`src/rtl/rsc_pkg.sv`:
```
package rsc_pkg;
  typedef enum logic [1:0] {
    ST_RESET = 2'd0,
    ST_RUN   = 2'd1,
    ST_CLEAR = 2'd2,
    ST_PAUSE = 2'd3
  } run_state_e;
endpackage

```
`src/rtl/rsc_wr_decode.sv`:
```
module rsc_wr_decode
  import rsc_pkg::*;
(
  input  run_state_e cur_i,
  input  logic       valid_i,
  input  logic       wr_i,
  input  logic [1:0] wdata_i,
  input  logic       armed_i,
  output logic       accept_o,
  output run_state_e target_o,
  output logic       arm_set_o,
  output logic       arm_clr_o
);
  always_comb begin
    accept_o  = 1'b0;
    target_o  = run_state_e'(wdata_i);
    arm_set_o = 1'b0;
    arm_clr_o = 1'b0;
    if (wr_i && valid_i) begin
      if (wdata_i == ST_CLEAR) begin
        if (cur_i == ST_PAUSE) begin
          if (armed_i) begin
            accept_o  = 1'b1;
            target_o  = ST_RESET;
            arm_clr_o = 1'b1;
          end else begin
            arm_set_o = 1'b1;
          end
        end else begin
          arm_clr_o = 1'b1;
        end
      end else begin
        arm_clr_o = 1'b1;
        // pause may only reach reset through the double clear
        if (!(cur_i == ST_PAUSE && wdata_i == ST_RESET)) accept_o = 1'b1;
      end
    end
  end
endmodule

```
`src/rtl/rsc_clear_seq.sv`:
```
module rsc_clear_seq (
  input  logic clk_i,
  input  logic rst_ni,
  input  logic srst_i,
  input  logic arm_set_i,
  input  logic arm_clr_i,
  output logic armed_o
);
  logic armed_q;

  always_ff @(posedge clk_i or negedge rst_ni) begin
    if (!rst_ni)        armed_q <= 1'b0;
    else if (srst_i)    armed_q <= 1'b0;
    else if (arm_clr_i) armed_q <= 1'b0;
    else if (arm_set_i) armed_q <= 1'b1;
  end

  assign armed_o = armed_q;


  arm_excl_chk: assert property (@(posedge clk_i) disable iff (!rst_ni)
    !(arm_set_i && arm_clr_i));


  srst_disarm_chk: assert property (@(posedge clk_i) disable iff (!rst_ni)
    srst_i |=> !armed_q);
endmodule

```
`src/rtl/rsc_settle_timer.sv`:
```
module rsc_settle_timer #(
  parameter int SETTLE_CYC = 4,
  localparam int CNT_W = $clog2(SETTLE_CYC + 1)
) (
  input  logic clk_i,
  input  logic rst_ni,
  input  logic srst_i,
  input  logic start_i,
  output logic valid_o,
  output logic commit_o
);
  logic [CNT_W-1:0] cnt_q;

  always_ff @(posedge clk_i or negedge rst_ni) begin
    if (!rst_ni)              cnt_q <= '0;
    else if (srst_i)          cnt_q <= '0;
    else if (start_i)         cnt_q <= CNT_W'(SETTLE_CYC);
    else if (cnt_q != '0)     cnt_q <= cnt_q - CNT_W'(1);
  end

  assign valid_o  = (cnt_q == '0);
  assign commit_o = (cnt_q == CNT_W'(1)) && !srst_i;


  start_idle_chk: assert property (@(posedge clk_i) disable iff (!rst_ni)
    start_i |-> cnt_q == '0);


  count_down_chk: assert property (@(posedge clk_i) disable iff (!rst_ni)
    (cnt_q != '0 && !srst_i) |=> cnt_q == $past(cnt_q) - CNT_W'(1));


  cnt_bound_chk: assert property (@(posedge clk_i) disable iff (!rst_ni)
    cnt_q <= CNT_W'(SETTLE_CYC));
endmodule

```
`src/rtl/run_state_ctrl.sv`:
```
module run_state_ctrl
  import rsc_pkg::*;
#(
  parameter int SETTLE_CYC = 4
) (
  input  logic       clk_i,
  input  logic       rst_ni,
  input  logic       state_wr_i,
  input  logic [1:0] state_wdata_i,
  input  logic       sreset_wr_i,
  input  logic       sreset_wdata_i,
  output logic [2:0] state_rdata_o,
  output logic       core_running_o
);
  run_state_e cur_q, pend_q, target;
  logic valid, commit, accept, arm_set, arm_clr, armed, srst_fire, start;

  assign srst_fire = sreset_wr_i && sreset_wdata_i;
  assign start     = accept && !srst_fire;

  rsc_wr_decode u_dec (
    .cur_i     (cur_q),
    .valid_i   (valid),
    .wr_i      (state_wr_i),
    .wdata_i   (state_wdata_i),
    .armed_i   (armed),
    .accept_o  (accept),
    .target_o  (target),
    .arm_set_o (arm_set),
    .arm_clr_o (arm_clr)
  );

  rsc_clear_seq u_clr (
    .clk_i     (clk_i),
    .rst_ni    (rst_ni),
    .srst_i    (srst_fire),
    .arm_set_i (arm_set),
    .arm_clr_i (arm_clr),
    .armed_o   (armed)
  );

  rsc_settle_timer #(.SETTLE_CYC(SETTLE_CYC)) u_tmr (
    .clk_i    (clk_i),
    .rst_ni   (rst_ni),
    .srst_i   (srst_fire),
    .start_i  (start),
    .valid_o  (valid),
    .commit_o (commit)
  );

  always_ff @(posedge clk_i or negedge rst_ni) begin
    if (!rst_ni) begin
      cur_q  <= ST_RESET;
      pend_q <= ST_RESET;
    end else begin
      if (srst_fire)   cur_q <= ST_RESET;
      else if (commit) cur_q <= pend_q;
      if (start)       pend_q <= target;
    end
  end

  assign state_rdata_o  = {valid, cur_q};
  assign core_running_o = (cur_q == ST_RUN);


  commit_only_chk: assert property (@(posedge clk_i) disable iff (!rst_ni)
    !$stable(cur_q) |-> ($past(commit) || $past(srst_fire)));


  clear_ignored_chk: assert property (@(posedge clk_i) disable iff (!rst_ni)
    (valid && state_wr_i && state_wdata_i == ST_CLEAR && cur_q != ST_PAUSE && !srst_fire)
      |=> (state_rdata_o[2] && $stable(cur_q)));


  single_clear_chk: assert property (@(posedge clk_i) disable iff (!rst_ni)
    (valid && state_wr_i && state_wdata_i == ST_CLEAR && cur_q == ST_PAUSE && !armed && !srst_fire)
      |=> state_rdata_o[2]);


  srst_force_chk: assert property (@(posedge clk_i) disable iff (!rst_ni)
    srst_fire |=> (state_rdata_o == 3'b100));
endmodule

```
`config.mk`:
```
export PLATFORM = sky130hd
export DESIGN_NAME = run_state_ctrl
export DESIGN_NICKNAME = d
export VERILOG_FILES = /design/src/rtl/rsc_pkg.sv /design/src/rtl/rsc_wr_decode.sv /design/src/rtl/rsc_clear_seq.sv /design/src/rtl/rsc_settle_timer.sv /design/src/rtl/run_state_ctrl.sv
export SDC_FILE = /design/constraint.sdc
export NUM_CORES = 1
export LEC_CHECK = 0
export ABC_AREA = 1
export ABC_CLOCK_PERIOD_IN_PS = 2100
export BUFFER_PORTS_ARGS = -buffer_cell sky130_fd_sc_hd__buf_2
export CAP_MARGIN = 25
export CORE_MARGIN = 2
export CORE_UTILIZATION = 35
export DETAILED_ROUTE_END_ITERATION = 16
export HOLD_SLACK_MARGIN = 0.08
export PLACE_DENSITY = 0.54
export SYNTH_ARGS = -nofsm -noshare
export SYNTH_HDL_FRONTEND = slang
export SYNTH_SLANG_ARGS = --single-unit
```
`constraint.sdc`:
```
create_clock -name clk_i -period 2.1 [get_ports clk_i]
set_input_delay 0.21 -clock clk_i [delete_from_list [all_inputs] [get_ports clk_i]]
set_output_delay 0.21 -clock clk_i [all_outputs]
set_load 0.005 [all_outputs]
```
* Yosys cells after proc, flatten, opt, wreduce, memory -nomap -nowiden *
Index checks and enable logic that the tools add are counted.

word-level totals
  flip-flop bits (word level) = 8
  word-level logic and storage cells = 45

cells by class
  add/subtract/negate cells = 1
  equality and inequality tests = 4
  multiplexer cells = 24
  reduce and logical (&&, ||, !) cells = 12

operators with widths
  kind                                                  count
  2-to-1 mux 1 bit                                      15
  2-to-1 mux 2 bit                                      6
  2-to-1 mux 3 bit                                      3
  nonzero test 3 bit                                    3
  logical AND 1 bit                                     5
  equality test 2 bit (second input constant)           2
  equality test 3 x 1 -> 1 bit (second input constant)  1
  zero test 3 bit                                       1
  subtractor 3 x 1 -> 3 bit (second input constant)     1
  equality test 2 x 1 -> 1 bit (second input constant)  1
  zero test 2 bit                                       1
  nonzero test 2 bit                                    1
  zero test 1 bit                                       1

* Logic depth before layout (Yosys ltp) *
Gate-level depths: netlist of the first run.

  depth in word-level cells = 8
  gate-level depth with buffers = 9
  mapped depth without buffers = 9

* Modules after synthesis *
Synthesis of the first run repeated with hierarchy kept, for this count alone.

unflattened totals
  cells, all modules = 77
  area total of the unflattened synthesis = 540.5 µm²

modules (own cells, without submodules)
  module            times used  cells each  area an instance (µm²)
  rsc_settle_timer  1           27          215.2
  run_state_ctrl    1           24          188.9
  rsc_wr_decode     1           20          92.6
  rsc_clear_seq     1           6           43.8

* Worst setup path before layout of the first run *
Ideal clock, no wire load.

  path type = flip-flop to flip-flop
  start point = register u_tmr.cnt_q[0]
  end point = register pend_q[1]
  setup time = 0.118 ns
  data arrival time = 1.090 ns
  required time = 1.982 ns
  path slack = 0.892 ns
  stages on the path, launching flop included = 10
  path buffers = 0
  period minus slack after synthesis = 1.208 ns
  path through = dfrtp_1 > inv_1 > ha_1 > nand2_4 > inv_4 > nand2_4 > inv_2 > nand3_2 > nand2_1 > nand2_1

on the way
  longest elaborated chain between the ends = 4

RTL lines
  item                     line                    text
  start, declared          rsc_settle_timer.sv:12  logic [CNT_W-1:0] cnt_q;
  start signal, assigned   rsc_settle_timer.sv:17  else if (start_i) cnt_q <= CNT_W'(SETTLE_CYC);
  start signal, assigned   rsc_settle_timer.sv:18  else if (cnt_q != '0) cnt_q <= cnt_q - CNT_W'(1);
  zero test 3 bit *        rsc_settle_timer.sv:21  assign valid_o = (cnt_q == '0);
  named net u_dec.valid_i  rsc_wr_decode.sv:5      input logic valid_i,
  logical AND 1 bit *      rsc_wr_decode.sv:19     if (wr_i && valid_i) begin
  2-to-1 mux 1 bit         rsc_wr_decode.sv:19
  logical AND 1 bit        run_state_ctrl.sv:19    assign start = accept && !srst_fire;
  end signal, assigned     run_state_ctrl.sv:58    if (start) pend_q <= target;
  end, declared            run_state_ctrl.sv:15    run_state_e cur_q, pend_q, target;

Mark *: on every way through the listed nets, which the timed path passes. The rest lies on a longest branch.
A chain may end at the register's enable or synchronous reset.

* Final worst setup path of the first run *
  start point = register u_tmr.cnt_q[0]
  end point = output port state_rdata_o[2]

on the way
  longest elaborated chain between the ends = 1

RTL lines
  item             line                    text
  zero test 3 bit  rsc_settle_timer.sv:21
  end, declared    run_state_ctrl.sv:12    output logic [2:0] state_rdata_o,

Every way passes these cells.

==> impl_metrics.ini, run 1 <==
[worst_setup_path]
cp.arrival_ns = 1.22
cp-start-kind = flop
criticalPathCategory = flop to output pin
startpoint = u_tmr.cnt_q[0]
reg2reg_from = u_tmr.cnt_q[0]
endpoint = state_rdata_o[2]
reg2reg_depth = 9
crit_path_max_fanout = 4
reg2reg_slack_ns = 0.80
crit_required_ns = 1.89
end_kind = output pin
r2r_end = pend_q[1]

[layout]
fin_nets = 93
antennaDiodeCount = 0
final_common_cell = nand2_1
layout.cells.non_filler = 96
area_delta_synth_final_pct = 18.0
drive_gt1_share_pct = 29.6
fin_area_um2 = 614
fin_util_pct = 45.5
layout_common_cells = nand2_1, inv_1, buf_2, dfrtp_1

[route]
drt_iter0_drc = 7
drt-total-wl_um = 903
viasPerCell = 4.55
route.detailed.drc = 0
wl_per_cell_um = 9.41
drtPass1Iterations = 4
ant_nets = 0
vias = 437

[clock_network]
root_buffer = clkbuf_4
clk_latency_ns = 0.26
numCtsBuffers = 3
max-clock-path-buffers = 2
clkTransAtPathRegs_ns = 0.06
htree_levels = 1
clock-sinks = 8
cts_tree = done

[pwr]
p_switching_mw = 0.315
vdd_drop_max_mv = 0.810
pwr-share-comb_pct = 47.8
power.internal_mw = 0.449
total_leakage_power_nw = 0.340
p_seq_share_pct = 36.5
power_mw = 0.763
p_per_area_nw_per_um2 = 1240
clockPowerShare_pct = 15.7
p_sw_share_pct = 41.2

[synthesis]
synthesis.nets = 78
synth-seq-area-share_pct = 38.5
syn_area_um2 = 520
ys_ff_latch = 8
syn_avg_cell_area_um2 = 7.65
synth_top_area_cell = dfrtp_1
synth_area_leaders = dfrtp_1, nand2_1, inv_1
netlist.area_leader.share_pct = 38.5
ys_warn_count = 0
synth_cell_types = 19
synthCells = 68

[timing]
setup_viol = 0
hold_slack_ns = 0.202
maxSlewViolCount = 0
tightest_slew_ns = 0.193
fmaxAchievable_mhz = 699
skew_ns = 0.00541
timing.final.ws_setup_ns = 0.669
fin_setup_tns_ns = 0
period_needed_ns = 1.43
finalCritPeriodShare_pct = 68.2
hold_viol = 0
timing.slew.headroom_pct = 87.1
rsz0062_at_grt = no

[place]
placed_cells = 92
routabilityCongestion = 0.752
dpl-instance-area_um2 = 582
pre_cts_slack_ns = 0.813
dp.final_hpwl_um = 732
port_buffers = 10

[global_route]
first_global_vias = 366
antenna_found_initial = 0
grt_overflow_total = 0
grt_start_max_net_pins = 10
track_usage_pct = 10.7
grt_pass1_wl_um = 1440

[floorplanning]
die_w_um = 42.6
die_y_um = 42.6
core_um2 = 1350
num_io_pins = 11
rows = 13
die_area_um2 = 1810
initial_core_util_pct = 38.6

[run_status]
status = completed

[job]
drv_cap = 0

[worst_hold_path]
hold_class = primary input to flop
==> critical path, cell delays in order (launching register included) <==
cell	delay [ns]
dfrtp_1	0.38
inv_1	0.11
ha_1	0.22
nand2_4	0.08
inv_4	0.07
buf_2	0.10
==> synth_stat cells, drive strengths merged <==
| cell type | count |
|---|---|
| xnor2 | 1 |
| dfrtp | 8 |
| buf | 1 |
| nand3 | 7 |
| ha | 3 |
| nand2 | 16 |
| a21oi | 1 |
| nand4 | 1 |
| o21ai | 6 |
| xor2 | 1 |
| inv | 14 |
| nor2 | 9 |
==> timing repair <==
| item | 4_1_cts | 5_1_grt |
|---|---|---|
| buffers inserted | 0 | 0 |
| gates resized for setup | 0 | 0 |
| hold buffers | 1 | 0 |
| hold endpoints to repair | 8 | 0 |
==> state kept, by name (all words and copies together) (netlist names) <==
signal	count
pend_q	2
u_tmr.cnt_q	3
cur_q	2
u_clr.armed_o	1
==> power by group through the flow <==
stage	Combinational (mW)	Clock (mW)	Sequential, mW
global route	0.415	0.132	0.289
finish	0.365	0.120	0.278
global placement	0.371	0	0.283
detailed placement	0.368	0	0.282
CTS	0.372	0.125	0.280
floorplan	0.297	0	0.274
==> per-layer routing <==
layer / vias to the layer above / global-route usage [%] / routed length, µm
met5: - / 0 / 0
met4: 0 / 1.88 / 0
met3: 0 / 5.17 / 58
met2: 11 / 16.9 / 401
met1: 189 / 13.5 / 444
li1: 237 / - / -
==> logic make-up after synthesis <==
logic type	synth area share (%)
XOR/XNOR	3.37
adder cells (fa/ha/maj)	7.21
AND/OR/NAND/NOR	32.2
buffers and inverters	12.0
flip-flops	38.5
AO/OA/AOI/OAI	6.73
==> cell type report <==
cell class,instances,area [µm²]
fill,138,736
sequential,8,200
timing repair buffer,11,60.1
multi-input combinational,45,258
clock buffer,3,22.5
inverter,14,55.1
tap,15,18.8
==> worst min-delay path by stage <==
stage                                start             end  slack [ns]  cells after the start
after global placement              rst_ni        cur_q[0]        0.07                      1
after CTS                 state_wdata_i[0]       pend_q[0]        0.20                      3
after detailed placement            rst_ni  u_tmr.cnt_q[0]        0.07                      1
final                     state_wdata_i[0]       pend_q[0]        0.20                      3
after floorplan                     rst_ni        cur_q[0]       -0.09                      0
after global routing      state_wdata_i[0]       pend_q[0]        0.25                      3
No activity file was read; power rests on OpenSTA's default activity.
==> run 2, diff against run 1 <==
Settings changed: ABC_AREA 1 to 0, ABC_CLOCK_PERIOD_IN_PS 2100 to 1450, PLACE_DENSITY 0.54 to 0.55.
Clock period 2.1 ns to 1.45 ns, I/O delays scaled along.
==> run 2 against run 1 <==
Effect of this change: combinational power increased by 16%; cell count shrank 20%; utilization down 0.70 points; flip-flop and latch count did not move; critical path type is now flop to flop; largest cell class unchanged; highest routed layer is now met4.
==> impl_metrics.ini, run 2 <==
[layout]
area_delta_synth_final_pct = 20.7
top_regs = u_tmr.cnt_q x3, cur_q x2, pend_q x2
largest_reg_flops = 3
antennaDiodeCount = 0
register_area_um2 = 200
layout_common_cells = buf_2, dfrtp_1, nand2_1, clkbuf_4
final_common_cell = buf_2
drive_gt1_share_pct = 32.3
regMostFlops = u_tmr.cnt_q
fin_area_um2 = 583
fill_cells = 131
fin_nets = 74
multi_input_area_um2 = 263

[job]
drv_cap = 0

[worst_setup_path]
crit_required_ns = 1.63
crit_slowest_cell = dfrtp_1
criticalPathCategory = flop to flop
cp-start-kind = flop
end_kind = flop
crit_path_max_fanout = 5
worstPathCellList = inv_2, ha_2, nand3b_1, nor3b_1, o32a_1
cp.arrival_ns = 1.59
slowest_delay_ns = 0.39

[synthesis]
synth_area_leaders = dfrtp_1, ha_1, mux2i_1
yosys-top-cells-count = dfrtp_1, nand2_1, ha_1, inv_1
synth.most_common_cell = dfrtp_1
synth_cell_types = 28
syn_avg_cell_area_um2 = 9.86
synthCells = 49
synth_top_area_cell = dfrtp_1
synth_edf_count = 0
synth-seq-area-share_pct = 41.5
synth_xor_area_share_pct = 0
synth-main-ff-cell = dfrtp_1
syn_area_um2 = 483
netlist.area_leader.share_pct = 41.5
yosys.area_share.adder_pct = 7.77
synth_top_family_by_area = simple AND/OR/NAND/NOR gates
synthesis.nets = 59
synth-async-reset-ratio_pct = 100
ys_ff_latch = 8
ys_warn_count = 0
synth.area.mux_share_pct = 7.25
synth-simple-area-share_pct = 25.4
synth-compound-area-share_pct = 13.5

[pwr]
power_mw = 0.974
total_leakage_power_nw = 0.274
vdd_drop_max_mv = 0.658
p_per_area_nw_per_um2 = 1670

[timing]
hold_viol = 0
timing.slew.headroom_pct = 80.6
hold_slack_ns = 0.239
fin_setup_tns_ns = 0
finalCritPeriodShare_pct = 97.1
fmaxAchievable_mhz = 710
skew_ns = 0.00581
maxSlewViolCount = 0
tightest_slew_ns = 0.291
setup_viol = 0
period_needed_ns = 1.41
rsz0062_at_grt = no

[floorplanning]
die_w_um = 41.1
num_io_pins = 11
die_area_um2 = 1690
core_um2 = 1300
rows = 13
initial_core_util_pct = 37.1
die_y_um = 41.1

[route]
met3_length_um = 50
wirelength_met1_um = 460
vias = 395
top_layer = met4
drt_iter0_drc = 14
route.detailed.drc = 0
drt-total-wl_um = 932
drtPass1Iterations = 4
wl_per_cell_um = 12.1
viasPerCell = 5.13
ant_nets = 0
wl_met2_um = 415

[clock_network]
cts_setup_buffers = 0
clock-sinks = 8
root_buffer = clkbuf_4
htree_levels = 1
max-clock-path-buffers = 2
clkTransAtPathRegs_ns = 0.06
cts_tree = done
numCtsBuffers = 3
clk_latency_ns = 0.25

[place]
dp.final_hpwl_um = 729
dpl-instance-area_um2 = 548
routabilityCongestion = 0.792
port_buffers = 10

[global_route]
track_usage_pct = 12.6
grt_start_max_net_pins = 9
grt_overflow_total = 0
first_global_vias = 318
grt_pass1_wl_um = 1330
antenna_found_initial = 0

[worst_hold_path]
hold_class = primary input to flop

[run_status]
status = completed
run 2: changes by cell type after synthesis, moves of 3 or more:
cell / previous run / this run
nor2_2: 3 / 0
nand3_1: 6 / 2
nand2_1: 12 / 4
nor2_1: 6 / 2
inv_1: 11 / 3
o21ai_0: 4 / 0
run 2: final cells by class:
type / instances / share of cell area (%)
multi-input combinational: 36 / 45.1
sequential: 8 / 34.3
timing repair buffer: 12 / 11.6
clock buffer: 3 / 3.86
tap: 15 / 3.22
inverter: 3 / 1.93
run 2: worst paths after layout:
kind / end / depth (start not counted) / slack [ns] / from
max in group asynchronous: pend_q[1] / 2 / 1.02 / rst_ni
min in group asynchronous: u_clr.armed_o / 2 / 0.26 / rst_ni
hold / removal: pend_q[0] / 3 / 0.24 / state_wdata_i[0]
setup reg to reg: pend_q[1] / 5 / 0.04 / u_tmr.cnt_q[1]
setup / recovery: pend_q[1] / 5 / 0.04 / u_tmr.cnt_q[1]
hold reg to reg: pend_q[1] / 1 / 0.50 / pend_q[1]
run 2: power breakdown:
group          switching, mW  internal [mW]  leakage, nW
combinational          0.205          0.220        0.160
clock                 0.0719         0.0945       0.0138
sequential            0.0723          0.311        0.101
total                  0.349          0.626        0.274
run 2: critical path, delay by kind of cell (launching register included):
kind	cells	cell delay (ns)
AO/OA/AOI/OAI	1	0.21
adder cells (fa/ha/maj)	1	0.18
buffers and inverters	1	0.08
flip-flops	1	0.39
AND/OR/NAND/NOR	2	0.49
run 2: metal layers:
layer	up-vias	GRT usage, %
met5	-	0
li1	202	-
met3	2	3.26
met1	181	16.4
met4	0	7.26
met2	10	18.8
run 2: through the flow:
step	worst slack (ns)	instances	utilization, %
detailed placement	0.0218	73	42.1
CTS	0.00654	77	44.6
finish	0.0420	77	44.8
floorplan	0.123	49	-
global route	0.0111	77	44.8
global placement	0.0906	73	42.1
run 2: kinds of logic (layout without fill, tap and decap cells):
family	Yosys count	after routing
compound gates	9	9
fa+ha+maj	3	3
buf+inv	5	18
flops	8	8
mux	3	3
simple gates	21	21
run 2: timing repair:
item / in CTS / in global routing
endpoints found under the hold margin: 8 / 0
gates resized for setup: 0 / 3
hold buffers: 1 / 0
endpoints found under the setup margin: 0 / 4
==> run 3, diff against run 2 <==
Settings changed: CORE_AREA set to 2 2 39 41, CORE_MARGIN 2 to unset, CORE_UTILIZATION 35 to unset, DIE_AREA set to 0 0 41 43, PLACE_DENSITY 0.55 to 0.56.
==> run 3 against run 2 <==
Effect of this change: sequential power hardly changed; hold slack worse by 0.0062 ns; maximum frequency is 3.5% higher; sequential share of layout area is 0.51 points lower; clock power grew 7%; critical path type is now flop to output pin; highest routed layer unchanged.
==> impl_metrics.ini, run 3 (synthesized netlist as in run 2, its figures left out) <==
[worst_setup_path]
slowest_delay_ns = 0.38
reg2reg_depth = 5
critPathTopFamily = flip-flops
criticalPathCategory = flop to output pin
crit_slowest_cell = dfrtp_1
cp.arrival_ns = 1.22
end_kind = output pin
r2r_end = u_clr.armed_o
crit_path_max_fanout = 3
reg2reg_slack_ns = 0.11
crit_buf_inv = 3
reg2reg_from = u_tmr.cnt_q[0]
cp-start-kind = flop
worstPathCellList = inv_1, ha_2, nand2b_1, inv_2, buf_2
crit_required_ns = 1.31

[timing]
hold_slack_ns = 0.233
tightest_slew_ns = 0.278
hold_viol = 0
finalCritPeriodShare_pct = 93.8
maxSlewViolCount = 0
rsz0062_at_grt = no
setup_viol = 0
timing.slew.headroom_pct = 81.5
period_needed_ns = 1.36
fin_setup_tns_ns = 0
fmaxAchievable_mhz = 735
skew_ns = 0.00754

[layout]
largest_reg_flops = 3
fin_util_pct = 42.8
final_common_cell = buf_2
layout_common_cells = buf_2, dfrtp_1, nand2_1, clkbuf_4
multi_input_area_um2 = 263
antennaDiodeCount = 0
fill_cells = 133
drive_gt1_share_pct = 33.3
regMostFlops = u_tmr.cnt_q
top_regs = u_tmr.cnt_q x3, cur_q x2, pend_q x2
fin_nets = 75
area_delta_synth_final_pct = 22.5
register_area_um2 = 200
layout.cells.non_filler = 79

[floorplanning]
num_io_pins = 11
die_area_um2 = 1760
core_um2 = 1380
initial_core_util_pct = 34.9
die_w_um = 41
rows = 14
die_y_um = 43

[job]
drv_cap = 0

[clock_network]
clkTransAtPathRegs_ns = 0.06
max-clock-path-buffers = 2
clk_latency_ns = 0.26
root_buffer = clkbuf_4
htree_levels = 1
numCtsBuffers = 3
clock-sinks = 8
cts_tree = done

[global_route]
first_global_vias = 388
antenna_found_initial = 0
grt_pass1_wl_um = 1680
grt_start_max_net_pins = 9
grt_overflow_total = 0
track_usage_pct = 15.3

[pwr]
total_leakage_power_nw = 0.278
p_per_area_nw_per_um2 = 1700
vdd_drop_max_mv = 0.569

[place]
dp.final_hpwl_um = 805
placed_cells = 75
routabilityCongestion = 0.715
port_buffers = 10

[run_status]
status = completed

[worst_hold_path]
whs_path_depth = 3
hold-path-endpoint = pend_q[0]
hold_path_startpoint = state_wdata_i[0]
hold_class = primary input to flop

[route]
route.detailed.drc = 0
vias = 405
drt-total-wl_um = 1050
drt_iter0_drc = 3
wl_per_cell_um = 13.2
drtPass1Iterations = 2
ant_nets = 0
viasPerCell = 5.13
-- run 3: cell count changes in the layout (fill, tap and decap cells not counted), sizes merged --
cell / before / now
buf: 11 / 12
-- run 3: what timing repair did --
| item | 4_1_cts | 5_1_grt |
|---|---|---|
| buffers inserted | 0 | 0 |
| setup endpoints to repair | 0 | 4 |
| hold endpoints to repair | 8 | 0 |
| gates resized for setup | 0 | 3 |
| hold buffers | 1 | 0 |
-- run 3: cell type report --
cell class / instances / area share [%]
well taps: 16 / 3.38
clock buffers: 3 / 3.81
repair buffers: 13 / 12.7
flip-flops and latches: 8 / 33.8
inverters: 3 / 1.90
multi-input cells: 36 / 44.4
-- run 3: how the worst max path moves through the flow --
stage | start | to | slack, ns | cells after the start
global route | u_tmr.cnt_q[0] | pend_q[1] | 0.01 | 5
CTS | u_tmr.cnt_q[1] | u_clr.armed_o | 0.05 | 5
floorplan | u_tmr.cnt_q[0] | u_clr.armed_o | 0.12 | 5
global placement | u_tmr.cnt_q[0] | u_clr.armed_o | 0.09 | 5
detailed placement | u_tmr.cnt_q[1] | u_clr.armed_o | 0.06 | 5
finish | u_tmr.cnt_q[0] | state_rdata_o[2] | 0.09 | 5
-- run 3: metal layers --
metal  part of all wire, %  global-route usage (%)  wire (µm)
met4                   3.4                    12.0         36
met3                   3.8                    3.14         40
met1                    48                    18.7        502
met2                    45                    22.2        466
met5                     0                       0          0
-- run 3: worst register-to-register path, delay by kind of cell, from the launching register on --
family	cells	cell delay, ns
compound gates	1	0.14
simple gates	2	0.48
buf+inv	1	0.09
fa+ha+maj	1	0.19
flops	1	0.38
-- run 3: power by group --
group	switching (mW)	internal, mW
clock	0.0826	0.0952
sequential	0.0724	0.311
combinational	0.217	0.228
total	0.372	0.634
-- run 3: per-stage QoR --
step	worst slack [ns]	total power [mW]	instance area, µm²
global route	0.0107	1.10	592
global placement	0.0937	0.806	557
CTS	0.0472	1.01	589
floorplan	0.123	0.679	483
detailed placement	0.0613	0.818	557
finish	0.0897	1.01	592
